--- src/rtl/intr_hub_pkg.sv ---
package intr_hub_pkg;

  localparam int unsigned REG_W = 32;

  // word index = byte address [4:2]; the order is the register map
  typedef enum logic [2:0] {
    RG_STATUS = 3'd0,
    RG_PEND   = 3'd1,
    RG_ENABLE = 3'd2,
    RG_ACK    = 3'd3,
    RG_SETEN  = 3'd4,
    RG_CLREN  = 3'd5,
    RG_VECTOR = 3'd6,
    RG_MASTER = 3'd7
  } reg_sel_e;

  // lowest set bit of a word, all ones when the word is zero
  function automatic logic [REG_W-1:0] lowest_set(input logic [REG_W-1:0] w);
    logic [REG_W-1:0] r;
    r = '1;
    for (int i = REG_W - 1; i >= 0; i--) begin
      if (w[i]) r = i[REG_W-1:0];
    end
    return r;
  endfunction

  // capture event wins over acknowledge
  function automatic logic [REG_W-1:0] status_next(input logic [REG_W-1:0] cur,
                                                   input logic [REG_W-1:0] ack,
                                                   input logic [REG_W-1:0] evt);
    return (cur & ~ack) | evt;
  endfunction

  function automatic logic [REG_W-1:0] enable_next(input logic [REG_W-1:0] cur,
                                                   input logic [REG_W-1:0] data,
                                                   input logic              do_load,
                                                   input logic              do_set,
                                                   input logic              do_clr);
    logic [REG_W-1:0] r;
    r = cur;
    if (do_load) r = data;
    if (do_set)  r = r | data;
    if (do_clr)  r = r & ~data;
    return r;
  endfunction

endpackage

--- src/rtl/intr_hub_sense.sv ---
module intr_hub_sense #(
  parameter int unsigned NUM_SRC     = 32,
  parameter int unsigned SYNC_STAGES = 2,
  parameter logic [NUM_SRC-1:0] LEVEL_MASK = '0
) (
  input  logic               clk,
  input  logic               rst_n,
  input  logic [NUM_SRC-1:0] src_i,
  output logic [NUM_SRC-1:0] req_o
);

  logic [NUM_SRC-1:0] stage_q [SYNC_STAGES];
  logic [NUM_SRC-1:0] prev_q;
  logic [NUM_SRC-1:0] line_s;

  always_ff @(posedge clk or negedge rst_n) begin
    if (!rst_n) begin
      for (int s = 0; s < SYNC_STAGES; s++) stage_q[s] <= '0;
      prev_q <= '0;
    end else begin
      stage_q[0] <= src_i;
      for (int s = 1; s < SYNC_STAGES; s++) stage_q[s] <= stage_q[s-1];
      prev_q <= stage_q[SYNC_STAGES-1];
    end
  end

  assign line_s = stage_q[SYNC_STAGES-1];

  for (genvar g = 0; g < NUM_SRC; g++) begin : g_line
    if (LEVEL_MASK[g]) begin : g_level
      assign req_o[g] = line_s[g];
    end else begin : g_edge
      assign req_o[g] = line_s[g] & ~prev_q[g];
    end
  end

endmodule

--- src/rtl/intr_hub_regs.sv ---
module intr_hub_regs
  import intr_hub_pkg::*;
#(
  parameter int unsigned NUM_SRC = 32
) (
  input  logic               clk,
  input  logic               rst_n,
  input  logic [NUM_SRC-1:0] req_i,
  input  logic               wr_load,
  input  logic               wr_set,
  input  logic               wr_clr,
  input  logic               wr_ack,
  input  logic               wr_master,
  input  logic [REG_W-1:0]   wdata,
  output logic [NUM_SRC-1:0] set_ev,
  output logic [NUM_SRC-1:0] ack_mask,
  output logic [NUM_SRC-1:0] status_q,
  output logic [NUM_SRC-1:0] enable_q,
  output logic [1:0]         master_q
);

  logic [REG_W-1:0] stat_w, en_w, ack_w, ev_w, stat_n, en_n;

  assign set_ev   = req_i & {NUM_SRC{master_q[1]}};
  assign ack_mask = wr_ack ? wdata[NUM_SRC-1:0] : '0;

  always_comb begin
    stat_w = '0; stat_w[NUM_SRC-1:0] = status_q;
    en_w   = '0; en_w[NUM_SRC-1:0]   = enable_q;
    ack_w  = '0; ack_w[NUM_SRC-1:0]  = ack_mask;
    ev_w   = '0; ev_w[NUM_SRC-1:0]   = set_ev;
    stat_n = status_next(stat_w, ack_w, ev_w);
    en_n   = enable_next(en_w, wdata, wr_load, wr_set, wr_clr);
  end

  always_ff @(posedge clk or negedge rst_n) begin
    if (!rst_n) begin
      status_q <= '0;
      enable_q <= '0;
      master_q <= '0;
    end else begin
      status_q <= stat_n[NUM_SRC-1:0];
      enable_q <= en_n[NUM_SRC-1:0];
      if (wr_master) master_q <= wdata[1:0];
    end
  end

endmodule

--- src/rtl/intr_hub_prio.sv ---
module intr_hub_prio
  import intr_hub_pkg::*;
#(
  parameter int unsigned NUM_SRC = 32
) (
  input  logic [NUM_SRC-1:0] pending_i,
  output logic [REG_W-1:0]   vec_o
);

  logic [REG_W-1:0] pend_w;

  always_comb begin
    pend_w = '0;
    pend_w[NUM_SRC-1:0] = pending_i;
    vec_o = lowest_set(pend_w);
  end

endmodule

--- src/rtl/intr_hub.sv ---
module intr_hub
  import intr_hub_pkg::*;
#(
  parameter int unsigned NUM_SRC     = 32,
  parameter int unsigned SYNC_STAGES = 2,
  parameter logic [NUM_SRC-1:0] LEVEL_MASK = 32'hFFFF_0000
) (
  input  logic               clk,
  input  logic               rst_n,
  input  logic [NUM_SRC-1:0] src_i,
  input  logic               wr_en,
  input  logic               rd_en,
  input  logic [4:0]         addr,
  input  logic [REG_W-1:0]   wdata,
  output logic [REG_W-1:0]   rdata,
  output logic               irq_o
);

  reg_sel_e           sel;
  logic               wr_load, wr_set, wr_clr, wr_ack, wr_master;
  logic [NUM_SRC-1:0] req, set_ev, ack_mask, status_q, enable_q, pending;
  logic [1:0]         master_q;
  logic [REG_W-1:0]   vec_word;
  logic [1:0]         unused_addr_lsb;

  assign sel             = reg_sel_e'(addr[4:2]);
  assign unused_addr_lsb = addr[1:0];

  assign wr_load   = wr_en && (sel == RG_ENABLE);
  assign wr_set    = wr_en && (sel == RG_SETEN);
  assign wr_clr    = wr_en && (sel == RG_CLREN);
  assign wr_ack    = wr_en && (sel == RG_ACK);
  assign wr_master = wr_en && (sel == RG_MASTER);

  intr_hub_sense #(
    .NUM_SRC(NUM_SRC), .SYNC_STAGES(SYNC_STAGES), .LEVEL_MASK(LEVEL_MASK)
  ) u_sense (
    .clk(clk), .rst_n(rst_n), .src_i(src_i), .req_o(req)
  );

  intr_hub_regs #(.NUM_SRC(NUM_SRC)) u_regs (
    .clk(clk), .rst_n(rst_n), .req_i(req),
    .wr_load(wr_load), .wr_set(wr_set), .wr_clr(wr_clr),
    .wr_ack(wr_ack), .wr_master(wr_master), .wdata(wdata),
    .set_ev(set_ev), .ack_mask(ack_mask),
    .status_q(status_q), .enable_q(enable_q), .master_q(master_q)
  );

  assign pending = status_q & enable_q;

  intr_hub_prio #(.NUM_SRC(NUM_SRC)) u_prio (
    .pending_i(pending), .vec_o(vec_word)
  );

  assign irq_o = master_q[0] & (|pending);

  always_comb begin
    rdata = '0;
    if (rd_en) begin
      unique case (sel)
        RG_STATUS: rdata[NUM_SRC-1:0] = status_q;
        RG_PEND:   rdata[NUM_SRC-1:0] = pending;
        RG_ENABLE: rdata[NUM_SRC-1:0] = enable_q;
        RG_VECTOR: rdata = vec_word;
        RG_MASTER: rdata[1:0] = master_q;
        default:   rdata = '0;
      endcase
    end
  end

endmodule

--- config.mk ---
export PLATFORM = sky130hd
export DESIGN_NAME = intr_hub
export DESIGN_NICKNAME = d
export VERILOG_FILES = /design/src/rtl/intr_hub_pkg.sv /design/src/rtl/intr_hub_sense.sv /design/src/rtl/intr_hub_regs.sv /design/src/rtl/intr_hub_prio.sv /design/src/rtl/intr_hub.sv
export SDC_FILE = /design/constraint.sdc
export NUM_CORES = 1
export LEC_CHECK = 0
export ABC_AREA = 0
export ABC_CLOCK_PERIOD_IN_PS = 3220
export BUFFER_PORTS_ARGS = -buffer_cell sky130_fd_sc_hd__clkbuf_2
export CORE_ASPECT_RATIO = 0.75
export CORE_UTILIZATION = 40
export CTS_CLUSTER_DIAMETER = 100
export CTS_CLUSTER_SIZE = 16
export DETAILED_ROUTE_END_ITERATION = 8
export MAX_ROUTING_LAYER = met4
export PLACE_DENSITY = 0.63
export SLEW_MARGIN = 20
export SYNTH_ARGS = -nofsm -noshare
export SYNTH_HDL_FRONTEND = slang
export SYNTH_SLANG_ARGS = --single-unit
--- constraint.sdc ---
create_clock -name clk -period 3.22 [get_ports clk]
set_clock_uncertainty 0.2 [all_clocks]
set_input_delay 0.644 -clock clk [delete_from_list [all_inputs] [get_ports clk]]
set_output_delay 0.644 -clock clk [all_outputs]
set_load 0.02 [all_outputs]
=== Yosys cells after proc, flatten, opt, wreduce, memory -nomap -nowiden ===
Cells that the tools add are included.

* Bits in registers: 146
* Input port bits: 73
* Output and inout bits: 33
* Word-level logic and storage cells: 100

* Equal/unequal tests: 7
* Mux-type cells: 39
* Bitwise operators: 41
* Reduce and logical (&&, ||, !) cells: 7

{| class="wikitable"
|+ Operator list
! cell !! count
|-
| two-way mux 32 bit || 37
|-
| AND 32 bit || 4
|-
| one-hot mux 30 bit (4 select lines) || 1
|-
| inverter 32 bit || 2
|-
| OR 32 bit || 2
|-
| OR reduction 32 bit || 1
|-
| AND 1 bit || 17
|-
| inverter 1 bit || 16
|-
| equality test 3 bit (second input constant) || 4
|-
| one-hot mux 2 bit (5 select lines) || 1
|-
| equality test 3 x 2 -> 1 bit (second input constant) || 2
|-
| logical AND 1 bit || 5
|-
| equality test 3 x 1 -> 1 bit (second input constant) || 1
|-
| logical NOT 3 bit || 1
|}

=== Depth between registers and ports, before layout ===
* Word-level depth: 35
* Depth in mapped cells: 8
* Mapped depth without buffers: 5

=== By module ===
Synthesis repeated with hierarchy kept, for this count alone.

* Cells, all modules: 783
* Area total of the unflattened synthesis: 7744.9 um2

{| class="wikitable"
|+ By module, submodules not included
! module !! instances !! cells each !! area each (um2) !! seq. area each (um2)
|-
| intr_hub_regs || 1 || 341 || 3398.3 || 1651.6
|-
| intr_hub_sense || 1 || 112 || 2342.2 || 2001.9
|-
| intr_hub || 1 || 240 || 1438.9 || 0.0
|-
| intr_hub_prio || 1 || 90 || 565.5 || 0.0
|}

=== Least setup slack after synthesis ===
OpenSTA, ideal clock, no wires.

* Path kind: input to output
* Start point: input port addr[3]
* End point: output port rdata[2]
* Data arrival time: 2.175 ns
* Data required time: 2.376 ns
* Path slack: 0.201 ns
* Cell stages on the path: 6
* Path buffers: 2
* Cell sequence: buf_4 > nor2b_1 > buf_2 > nand4_1 > or4b_2 > o32ai_1

* Cells in the longest elaborated chain, start to end: 3
* Elaborated cells on any way between the ends: 6
* Those cells by class: 3 x eq/ne; 2 x mux; 1 x reduce/logical

{| class="wikitable"
|+ RTL lines
! what !! line !! RTL
|-
| start: declaration || intr_hub.sv:13 || <nowiki>input logic [4:0] addr,</nowiki>
|-
| equality test 3 bit, or another cell as far along || intr_hub.sv:60 || <nowiki>unique case (sel)</nowiki>
|-
| one-hot mux 30 bit (4 select lines) * || intr_hub.sv:60 ||
|-
| two-way mux 32 bit * || intr_hub.sv:59 || <nowiki>if (rd_en) begin</nowiki>
|-
| end: declaration || intr_hub.sv:15 || <nowiki>output logic [REG_W-1:0] rdata,</nowiki>
|}

Every way passes the cells marked *; elsewhere a longest branch is shown, timed or not.

=== Worst setup path after layout ===
* Start point: register u_regs.status_q[22]
* End point: output port rdata[11]

* Cells in the longest elaborated chain, start to end: 26

{| class="wikitable"
|+ RTL lines
! what !! line !! RTL
|-
| start: declaration || intr_hub_regs.sv:17 || <nowiki>output logic [NUM_SRC-1:0] status_q,</nowiki>
|-
| start signal: assignment || intr_hub_regs.sv:42 || <nowiki>status_q <= stat_n[NUM_SRC-1:0];</nowiki>
|-
| AND 32 bit || intr_hub.sv:49 || <nowiki>assign pending = status_q & enable_q;</nowiki>
|-
| two-way mux 32 bit (23 in series) || intr_hub_pkg.sv:22 || <nowiki>if (w[i]) r = i[REG_W-1:0];</nowiki>
|-
| one-hot mux 30 bit (4 select lines) || intr_hub.sv:60 ||
|-
| two-way mux 32 bit || intr_hub.sv:59 ||
|}

No other way between the ends.

==> impl_metrics.json <==
{
  "cts.path.max_buffers": 2,
  "grt_use_total_pct": 22.8,
  "nets": 752,
  "period_needed_ns": 3.40,
  "fp.dieW_um": 147,
  "r2r_setup_slack_ns": 1.91,
  "hp-class": "primary input to async pin",
  "max-cap-violations": 0,
  "period_share_pct": 106,
  "yosys.area.top_type_share_pct": 58.3,
  "grt_pass1_vias": 5197,
  "synthCells": 559,
  "cts_buffers": 17,
  "cp-startpoint": "u_regs.status_q[22]",
  "port_buffers": 103,
  "core_region_area_um2": 15300,
  "drc": 0,
  "p_total_w": 0.00541,
  "cts.sinks": 146,
  "powerDensity_nw_per_um2": 650,
  "yosysSeqAreaShare_pct": 58.3,
  "synth_largest_area_cell": "dfrtp_1",
  "dr.pass1.iters": 5,
  "slew_violations": 0,
  "fill_cells": 1303,
  "insertion_delay_ns": 0.43,
  "layout_common_cells": "dfrtp_1, clkbuf_2, nand2_1, a22oi_1, a21oi_1",
  "intPower_w": 0.00385,
  "h-tree-depth": 4,
  "tightest_slew_ns": 0.792,
  "final_common_cell": "dfrtp_1",
  "cts.clk_slew.worst_paths_ns": 0.06,
  "r2r_end": "u_regs.master_q[1]",
  "ys_warn_count": 0,
  "ys_seq_elements": 146,
  "synth_flop_cell": "dfrtp_1",
  "p_sw_w": 0.00156,
  "cts_hold_buffers": 0,
  "ys_types": 48,
  "p_leak_nw": 3.56,
  "seqCellArea_um2": 3650,
  "routed_wl_um": 17000,
  "timing.slew.headroom_pct": 47.2,
  "switching_share_pct": 28.8,
  "reg2reg_depth": 2,
  "start_kind": "flop",
  "syn-num-nets": 632,
  "ant_nets": 0,
  "ys_top_cells_by_area": "dfrtp_1, a22oi_1, a32oi_1, a21oi_1, nand2_1",
  "use_met1_pct": 32.0,
  "synth_edf_count": 0,
  "cp_max_fo": 8,
  "violations": "setup timing",
  "globalplace.congestion": 0.828,
  "die-area_um2": 16200,
  "post_drt_via_cell_ratio": 5.74,
  "vias": 5139,
  "drtIter0Drc": 412,
  "timing.final.ws_setup_ns": -0.181,
  "fin_hold_ws_ns": 0.0102,
  "top_usage_layer": "met2",
  "power_frac_comb_pct": 20.0,
  "worstReg2RegStart": "u_regs.master_q[1]",
  "crit_type": "flop to primary output",
  "seqPwrFrac_pct": 42.0,
  "rsz0062_at_grt": "true",
  "hpwl_um": 10900,
  "fp-row-count": 39,
  "grt_start_max_net_pins": 63,
  "syn_avg_cell_area_um2": 11.2,
  "cts_tree": "built",
  "crit_arrival_ns": 2.56,
  "final_area_um2": 8330,
  "stdcell_count": 896,
  "worstPathRequired_ns": 2.38,
  "status": "finished, violations left",
  "endpoint_kind": "primary output",
  "num_io_pins": 106,
  "dieHeight_um": 110,
  "peakVddDrop_uv": 311,
  "setup_viol": 27,
  "wl_per_cell_um": 19.0,
  "grt_use_met3_pct": 5.54,
  "initial_utilization_pct": 41.1,
  "diodes": 0,
  "synthesis.area_um2": 6270,
  "hold_viol_final": 0,
  "grt_pass1_wl_um": 27500,
  "worstSetupEndpoint": "rdata[11]",
  "tns_ns": -3.75,
  "drive_above_1_share_pct": 34.0,
  "async_flop_share_pct": 100,
  "place_area_um2": 7130,
  "gr-total-overflow": 0,
  "antenna_found_initial": 0,
  "synthToLayoutAreaGrowth_pct": 32.8,
  "grt_util_met2_pct": 32.1,
  "max_freq_mhz": 294,
  "dp_cells": 856,
  "clockPowerShare_pct": 38.1,
  "multiInputGateArea_um2": 2620,
  "ctsRootBufferMaster": "clkbuf_16"
}
==> state kept, by name, summed over array words and instances (netlist names) <==
signal / count
u_regs.master_q: 2
u_regs.status_q: 32
u_regs.enable_q: 32
u_sense.stage_q: 32
u_sense.prev_q: 16
u_sense.line_s: 32
==> final cells by class <==
cell class / instances / share of cell area [%]
clock inverter: 13 / 2.24
sequential: 146 / 43.9
tap: 205 / 3.08
timing repair buffer: 140 / 13.3
inverter: 18 / 0.812
clock buffer: 18 / 5.15
multi-input combinational: 356 / 31.5
==> cells in the mapped netlist, types with 2 or more instances <==
| master | n |
|---|---|
| o21a_1 | 2 |
| o21ai_0 | 3 |
| mux2i_1 | 2 |
| o22ai_1 | 3 |
| mux2_2 | 2 |
| nand2b_1 | 34 |
| and4_1 | 2 |
| nand4_1 | 4 |
| a32oi_1 | 34 |
| a21oi_1 | 47 |
| buf_2 | 4 |
| a22oi_1 | 44 |
| a21oi_2 | 20 |
| nor3b_1 | 2 |
| a22o_1 | 18 |
| clkbuf_1 | 30 |
| nand3_1 | 4 |
| or2_2 | 25 |
| a32o_1 | 17 |
| buf_1 | 2 |
| inv_1 | 18 |
| and2_1 | 3 |
| nor2_1 | 7 |
| dfrtp_1 | 146 |
| buf_6 | 2 |
| nand2_1 | 58 |
| o2111ai_1 | 2 |
| a222oi_1 | 2 |
| o211ai_1 | 3 |
==> layer usage <==
metal | vias to the layer above | wire length, um
met5 | - | 0
met4 | 0 | 232
met3 | 21 | 1140
met2 | 223 | 7700
met1 | 2574 | 7910
li1 | 2321 | -
==> power groups by stage <==
| stage | clock network (W) | registers, W | logic [W] |
|---|---|---|---|
| floorplan | 0 | 0.00224 | 0.000642 |
| global placement | 0 | 0.00228 | 0.000947 |
| detailed placement | 0 | 0.00229 | 0.000969 |
| CTS | 0.00211 | 0.00226 | 0.00104 |
| global route | 0.00218 | 0.00230 | 0.00119 |
| finish | 0.00206 | 0.00227 | 0.00108 |
==> cells by family after synthesis <==
kind of cell / synth area share (%)
AO/OA/AOI/OAI: 24.8
XOR/XNOR: 0.140
buffers and inverters: 3.79
flip-flops: 58.3
multiplexers: 0.678
AND/OR/NAND/NOR: 12.4
==> worst min path at each step <==
| stage | startpoint | to | slack, ns | cells after the start |
|---|---|---|---|---|
| CTS | rst_n | u_sense.stage_q[32] | 0.02 | 1 |
| global route | rst_n | u_sense.line_s[0] | 0.04 | 1 |
| global placement | u_sense.stage_q[40] | u_sense.line_s[8] | 0.13 | 0 |
| floorplan | u_sense.stage_q[32] | u_sense.line_s[0] | 0.13 | 0 |
| detailed placement | u_sense.stage_q[43] | u_sense.line_s[11] | 0.13 | 0 |
| finish | rst_n | u_sense.stage_q[32] | 0.01 | 1 |
==> timing repair <==
item,CTS,global route
gates cloned,1,0
buffers inserted,8,1
pin swaps,5,8
endpoints found under the setup margin,28,30
gates resized for setup,71,47
==> stage by stage <==
| step | util, % | worst slack [ns] |
|---|---|---|
| 2_1_floorplan | - | 0.201 |
| 3_3_place_gp | 46.7 | 0.128 |
| 3_5_place_dp | 46.7 | 0.0922 |
| 4_1_cts | 53.4 | -0.162 |
| 5_1_grt | 54.5 | -0.346 |
| 6_report | 54.5 | -0.181 |
==> critical path, cell delays in order, from the launching register on <==
cell,delay [ns]
dfrtp_1,0.39
a222oi_1,0.35
buf_4,0.18
nand4_1,0.16
nor4b_4,0.36
nand2_2,0.11
buf_6,0.15
buf_12,0.15
a21oi_4,0.15
buf_8,0.13
Note: power is estimated with default switching activity, not from simulation.
